==> src/rtl/uart_regfile.sv <==
module uart_regfile #(
  parameter int ADDR_W = 6,
  parameter int POLL_CYCLES = 16
) (
  input  logic              clk,
  input  logic              rst_n,
  input  logic              bus_req,
  input  logic              bus_wr,
  input  logic [ADDR_W-1:0] bus_addr,
  input  logic [1:0]        bus_size,
  input  logic [15:0]       bus_wdata,
  output logic [15:0]       bus_rdata,
  output logic              err_size,
  output logic              err_addr,
  output logic              tx_valid,
  output logic [7:0]        tx_data,
  input  logic              tx_empty,
  input  logic              rx_avail,
  input  logic [7:0]        rx_data,
  output logic              rx_take,
  output logic              tx_evt,
  output logic              rx_evt
);
  localparam int CNT_W = $clog2(POLL_CYCLES + 1);

  logic [7:0] dll, dlh, ier, lcr, mcr, scr, gctl, lsr, rbr, hold;
  logic       hold_cnt;
  logic [CNT_W-1:0] poll_cnt;

  wire unused_wdata_hi = ^bus_wdata[15:8];
  wire [7:0] wb = bus_wdata[7:0];
  wire [ADDR_W-3:0] idx = bus_addr[ADDR_W-1:2];
  wire aligned = bus_addr[1:0] == 2'b00;
  wire mapped = aligned && (int'(idx) <= 7 || int'(idx) == 9);
  wire half = bus_size == 2'd1;
  wire go = bus_req && half && mapped;
  wire wr = go && bus_wr;
  wire rd = go && !bus_wr;
  wire dlab = lcr[7];
  wire loop = mcr[4];
  wire dr_live = hold_cnt | rx_avail;
  wire [7:0] live = {1'b0, tx_empty, tx_empty, 4'b0000, dr_live};
  wire rd_rbr = rd && int'(idx) == 0 && !dlab;
  wire wr_thr = wr && int'(idx) == 0 && !dlab;

  logic [7:0] rbr_next;
  logic       take_now;
  always_comb begin
    rbr_next = rbr;
    take_now = 1'b0;
    if (hold_cnt) rbr_next = hold;
    else if (!loop && rx_avail) begin
      rbr_next = rx_data;
      take_now = 1'b1;
    end
  end

  logic [7:0] rd_mux;
  always_comb begin
    case (int'(idx))
      0: rd_mux = dlab ? dll : rbr_next;
      1: rd_mux = dlab ? dlh : ier;
      3: rd_mux = lcr;
      4: rd_mux = mcr;
      5: rd_mux = lsr | live;
      7: rd_mux = scr;
      9: rd_mux = gctl;
      default: rd_mux = 8'h00;
    endcase
  end

  always_ff @(posedge clk) begin
    if (!rst_n) begin
      {dll, dlh, ier, lcr, mcr, scr, gctl, lsr, rbr, hold} <= '0;
      hold_cnt <= 1'b0;
      poll_cnt <= '0;
      bus_rdata <= '0;
      {err_size, err_addr, tx_valid, rx_take, tx_evt, rx_evt} <= '0;
      tx_data <= '0;
    end else begin
      err_size  <= bus_req && !half;
      err_addr  <= bus_req && half && !mapped;
      bus_rdata <= rd ? {8'h00, rd_mux} : 16'h0000;
      tx_valid  <= wr_thr && !loop;
      tx_evt    <= wr_thr && ier[1];
      rx_take   <= rd_rbr && take_now;
      rx_evt    <= 1'b0;

      if (wr_thr) begin
        if (loop) begin
          hold <= wb;
          hold_cnt <= 1'b1;
        end else tx_data <= wb;
      end
      if (rd_rbr) begin
        rbr <= rbr_next;
        if (hold_cnt) hold_cnt <= 1'b0;
      end
      if (rd && int'(idx) == 5) lsr <= lsr | live;

      if (wr) begin
        case (int'(idx))
          0: if (dlab) dll <= wb;
          1: if (dlab) dlh <= wb; else ier <= wb;
          3: lcr <= wb;
          4: mcr <= wb;
          7: scr <= wb;
          9: gctl <= wb;
          default: ;
        endcase
      end

      if (!ier[0]) poll_cnt <= '0;
      else if (poll_cnt == CNT_W'(POLL_CYCLES - 1)) begin
        poll_cnt <= '0;
        rx_evt <= dr_live;
      end else poll_cnt <= poll_cnt + 1'b1;
    end
  end
endmodule

==> config.mk <==
export PLATFORM = sky130hd
export DESIGN_NAME = uart_regfile
export DESIGN_NICKNAME = d
export VERILOG_FILES = /design/src/rtl/uart_regfile.sv
export SDC_FILE = /design/constraint.sdc
export NUM_CORES = 1
export LEC_CHECK = 0
export BUFFER_PORTS_ARGS = -buffer_cell sky130_fd_sc_hd__clkbuf_2
export CAP_MARGIN = 20
export CORE_ASPECT_RATIO = 0.8
export CORE_MARGIN = 5
export CORE_UTILIZATION = 57
export DETAILED_ROUTE_END_ITERATION = 10
export PLACE_DENSITY = 0.86
export SLEW_MARGIN = 20
export SYNTH_ARGS = -nofsm -noshare
export SYNTH_HDL_FRONTEND = slang
export SYNTH_SLANG_ARGS = --single-unit
==> constraint.sdc <==
create_clock -name clk -period 2.97 [get_ports clk]
set_clock_uncertainty 0.15 [all_clocks]
set_input_delay 0.297 -clock clk [delete_from_list [all_inputs] [get_ports clk]]
set_output_delay 0.297 -clock clk [all_outputs]
set_load 0.01 [all_outputs]
* After elaboration in Yosys (flattened, before gate mapping)
Cells that the tools add are included.
W data, S select, Z words.
** Storage, ports and cells
- Output and inout bits :: 30
- Logic and storage cells :: 87
- Bits in registers :: 116
- Bits of input ports :: 38
** Cells by class
- Add/sub/neg operators :: 1
- Reductions and logical operators :: 37
- Bitwise logic cells :: 6
- Muxes and demuxes :: 11
- Equality and inequality tests :: 10
- $lt $le $gt $ge :: 1
** Operators with widths (count)
- $pmux W8 S7 :: 1
- $mux W8 :: 4
- $logic_and A1 B1 Y1 :: 16
- $reduce_and A2 Y1 :: 7
- $eq A4 B3 Y1 const B :: 3
- $eq A4 B4 Y1 const B :: 3
- $reduce_and A3 Y1 :: 4
- $logic_not A4 Y1 :: 2
- $or A8 B7 Y8 :: 1
- $mux W1 :: 6
- $add A5 B1 Y5 const B :: 1
- $eq A5 B4 Y1 const B :: 1
- $logic_not A1 Y1 :: 5
- $eq A4 B1 Y1 const B :: 1
- $eq A4 B2 Y1 const B :: 1
- $le A4 B3 Y1 const B :: 1
- $not A1 Y1 :: 4
- $reduce_or A3 Y1 :: 1
- $eq A2 B1 Y1 const B :: 1
- $logic_not A2 Y1 :: 1
- $logic_or A1 B1 Y1 :: 1
- $or A1 B1 Y1 :: 1

* Logic depth before layout (Yosys ltp)
- Depth after elaboration :: 10
- Mapped depth :: 7
- Depth with buffers taken out :: 5

* Worst setup path after synthesis
OpenSTA, ideal clock, no wires.
- Kind :: input to register
- Start :: input bus_addr[4]
- End :: register scr[0]
- Setup time :: 73 ps
- Data required time :: 2747 ps
- Path slack :: 786 ps
- Arrival :: 1961 ps
- Buffers on the path :: 2
- Stages on the path :: 6
- Path through :: buf_6 > or3b_4 > a2111oi_4 > and3_1 > buf_6 > mux2i_1
** Between the ends
- Cells in the longest elaborated chain, start to end :: 6
- Elaborated cells on any way between the ends :: 8
- Classes of those cells :: order compare: 1; eq/ne: 2; reduce/logical: 5
** Ends and longest elaborated chain
- from (decl) :: RTL line 9 : input logic [ADDR_W-1:0] bus_addr,
- $le A4 B3 Y1 or $eq A4 B4 Y1 (tied branches) :: RTL line 34 : wire mapped = aligned && (int'(idx) <= 7 || int'(idx) == 9);
- $logic_or A1 B1 Y1 :: RTL line 34
- $logic_and A1 B1 Y1 :: RTL line 34
- $logic_and A1 B1 Y1 :: RTL line 36 : wire go = bus_req && half && mapped;
- $logic_and A1 B1 Y1 :: RTL line 37 : wire wr = go && bus_wr;
- $reduce_and A2 Y1 (no source line) (*)
- to (signal assigned) :: RTL line 107 : 7: scr <= wb;
- to (decl) :: RTL line 26 : logic [7:0] dll, dlh, ier, lcr, mcr, scr, gctl, lsr, rbr, hold;
Every way passes the cells marked *; elsewhere a longest branch is shown, timed or not.
A chain may end at the register's enable or synchronous reset.

* Worst setup path after layout
- Start :: input bus_size[0]
- End :: register dlh[6]
** Between the ends
- Cells in the longest elaborated chain, start to end :: 5
** Ends and longest elaborated chain
- from (decl) :: RTL line 10 : input logic [1:0] bus_size,
- $eq A2 B1 Y1 :: RTL line 35 : wire half = bus_size == 2'd1;
- $logic_and A1 B1 Y1 (2 in a row) :: RTL line 36
- $logic_and A1 B1 Y1 :: RTL line 37
- $reduce_and A3 Y1 (no source line)
- to (signal assigned) :: RTL line 104 : 1: if (dlab) dlh <= wb; else ier <= wb;
- to (decl) :: RTL line 26
Every way passes these cells.

==> metrics.md <==
| Metric | Value |
|---|---|
| Worst rel slew slack | 0.512 |
| Num rows | 29 |
| Hold Path Cell Cnt | 3 |
| Fin. Hold Viols | 0 |
| Synth top cells by count | dfxtp_1, nand2_1, mux2i_1 |
| Slowest CP cell | dlygate4sd3_1 |
| Pins Over Slew Limit | 0 |
| Reg-to-reg startpoint | lcr[7] |
| CTS Buf Count | 9 |
| Worst setup path class | in2reg |
| Via density | 5.92 |
| Worst EP arrival | 2510 ps |
| Setup Buffers After CTS | 0 |
| CP delay by family, top | buffers and inverters |
| Gr usage total | 0.226 |
| Synth async-reset ratio | 0 |
| Critical Path End | dlh[6] |
| Fin nets | 588 |
| Gate Count Post-Synth | 506 |
| Critical path, cell by cell | dlygate4sd3_1 > clkbuf_2 > nand4b_1 > a2111oi_4 > buf_4 > and3_1 > mux2i_1 |
| Peak supply drop | 373 uV |
| Sequential share of power | 0.580 |
| Drt pass-1 iters | 6 |
| EDFF count, synth | 0 |
| Gate power share | 0.063 |
| Clock share of power | 0.357 |
| Worst-path clk slew | 90 ps |
| TritonCTS clock tree | built |
| RSZ-0062 raised after global routing | false |
| Final setup viols | 0 |
| Pleak | 2.05 nW |
| Max_cap viols | 0 |
| Yosys cell types | 58 |
| Fin crit share | 0.799 |
| Mapped Area | 4650 sq um |
| Clk root buf | clkbuf_8 |
| Sequential cell area fraction in the yosys report | 0.444 |
| Area growth syn-to-layout | 10.8% |
| Power Internal | 1.81 mW |
| Hold crit path type | in2reg |
| Die width | 111 um |
| NetSw | 0.567 mW |
| Layout cell share with drive strength beyond 1 | 0.159 |
| Core Area | 7950 sq um |
| Yosys top cell area share | 0.444 |
| HPWL after DPL | 8270 um |
| Vias in the first global route | 3692 |
| Die area | 10100 sq um |
| Die Y | 90.8 um |
| Starting DRT DRC Count | 456 |
| Routability cong. | 0.941 |
| Worst-Skew Late Latency | 370 ps |
| Antenna-violating nets left | 0 |
| Setup slack, reg-to-reg | 830 ps |
| Maximum clock rate | 421 MHz |
| Clk buf depth | 2 |
| Initial antenna violation count | 0 |
| Count of input and output buffers | 51 |
| Top cells by area, synth | dfxtp_1, mux2i_1, nand2_1 |
| Main synth FF type | dfxtp_1 |
| Syn avg cell area | 9.18 sq um |
| Tightest Pin Transition | 728 ps |
| Global-route wire length before repair | 18500 um |
| Count leader, synth | dfxtp_1 |
| Reg2reg path depth | 4 |
| H-tree levels | 3 |
| PD cells | 463 nW/um^2 |
| Startpoint types | input pin |
| Sink Count | 103 |
| Wire per inst | 17.4 um |
| Post-layout min period | 2370 ps |
| Type of element capturing the critical path | flop |
| I/O pin cnt | 68 |
| Reg2reg end | bus_rdata[5] |
| Syn. warnings | 0 |
| Crit path max fanout | 9 |
| Diode count | 0 |
| Worst path depth | 7 |
| Hold-fix buffers, CTS | 2 |
| Sw frac | 0.238 |
| Post-Route WL | 11500 um |
| Via count | 3906 |
| Initial Utilization | 0.585 |
| Post-CTS Resized | 0 |
| Worst path bufs/invs | 3 |
| FF+latch count, synth | 103 |
| Largest area contributor in the netlist | dfxtp_1 |
| Hold_ws | 166 ps |
| Overflow after GRT | 0 |
| Critical path origin | bus_size[0] |
| Outcome | finished clean |
| DRC violation count after routing | 0 |
| Fin Setup TNS | 0 ps |
| Pwr Total | 2.38 mW |
| Largest net degree at the start of global routing | 53 |
| Crit-path max cell delay | 530 ps |
| Required time worst endpoint | 3100 ps |
==> worst min-delay path by stage <==
stage,startpoint,to
final,bus_wr,tx_evt
after global routing,bus_wr,tx_evt
after CTS,bus_wr,tx_evt
after detailed placement,poll_cnt[0],poll_cnt[0]
after global placement,poll_cnt[0],poll_cnt[0]
after floorplan,bus_size[0],err_size
==> layout by cell type, fill, tap and decap left out, types with 6 or more instances in the layout <==
cell	count
nor2_1	21
buf_4	12
nand3_1	19
o21ai_0	18
and3_1	6
nand2b_1	8
nor2b_1	6
o211ai_1	8
nand2_1	78
a22oi_1	6
clkbuf_8	9
clkbuf_2	51
dfxtp_1	103
mux2i_1	73
nand4_1	9
a21oi_1	17
nand3b_1	10
inv_1	17
conb_1	8
==> area by class of cell <==
type	instances	area, sq um
fillers	636	2800
multi-input cells	351	2320
flip-flops and latches	103	2060
repair buffers	66	385
well taps	108	135
clock buffers	10	128
inverters	17	63.8
clock inverters	5	57.6
==> power groups by stage <==
stage / combinational, mW / sequential [mW] / clock [mW]
global placement: 0.140 / 1.41 / 0
floorplan: 0.0932 / 1.41 / 0
CTS: 0.146 / 1.38 / 0.859
finish: 0.149 / 1.38 / 0.851
global route: 0.162 / 1.38 / 0.908
detailed placement: 0.143 / 1.41 / 0
==> cells by family (layout without fill, tap and decap cells) <==
logic type	Yosys count	count (layout)	share of synthesized area
mux	74	74	0.160
flops	103	103	0.444
simple gates	186	186	0.206
other cells	1	8	0.000807
buf+inv	59	98	0.0630
xor+xnor	2	2	0.00377
fa+ha+maj	2	2	0.00539
compound gates	79	79	0.117
==> per-stage QoR <==
stage | cell area (sq um) | utilization | std cells | worst slack, ps
global placement | 4940 | 0.622 | 643 | 508
global route | 5150 | 0.648 | 660 | 450
detailed placement | 4940 | 0.622 | 643 | 403
floorplan | 4670 | - | 513 | 786
finish | 5150 | 0.648 | 660 | 596
CTS | 5150 | 0.648 | 660 | 600
==> worst min-delay path: cells and delay by family <==
kind                   cells  cell delay [ps]
AND/OR/NAND/NOR            2              240
buffers and inverters      1              100
==> layer usage <==
metal  wire length (um)  vias up  GRT usage
li1                   -     1849          -
met1               4970     1846      0.308
met5                  0        -          0
met3               1150       16     0.0630
met4                189        0     0.0615
met2               5180      195      0.353
No activity file was read; power rests on OpenSTA's default activity.
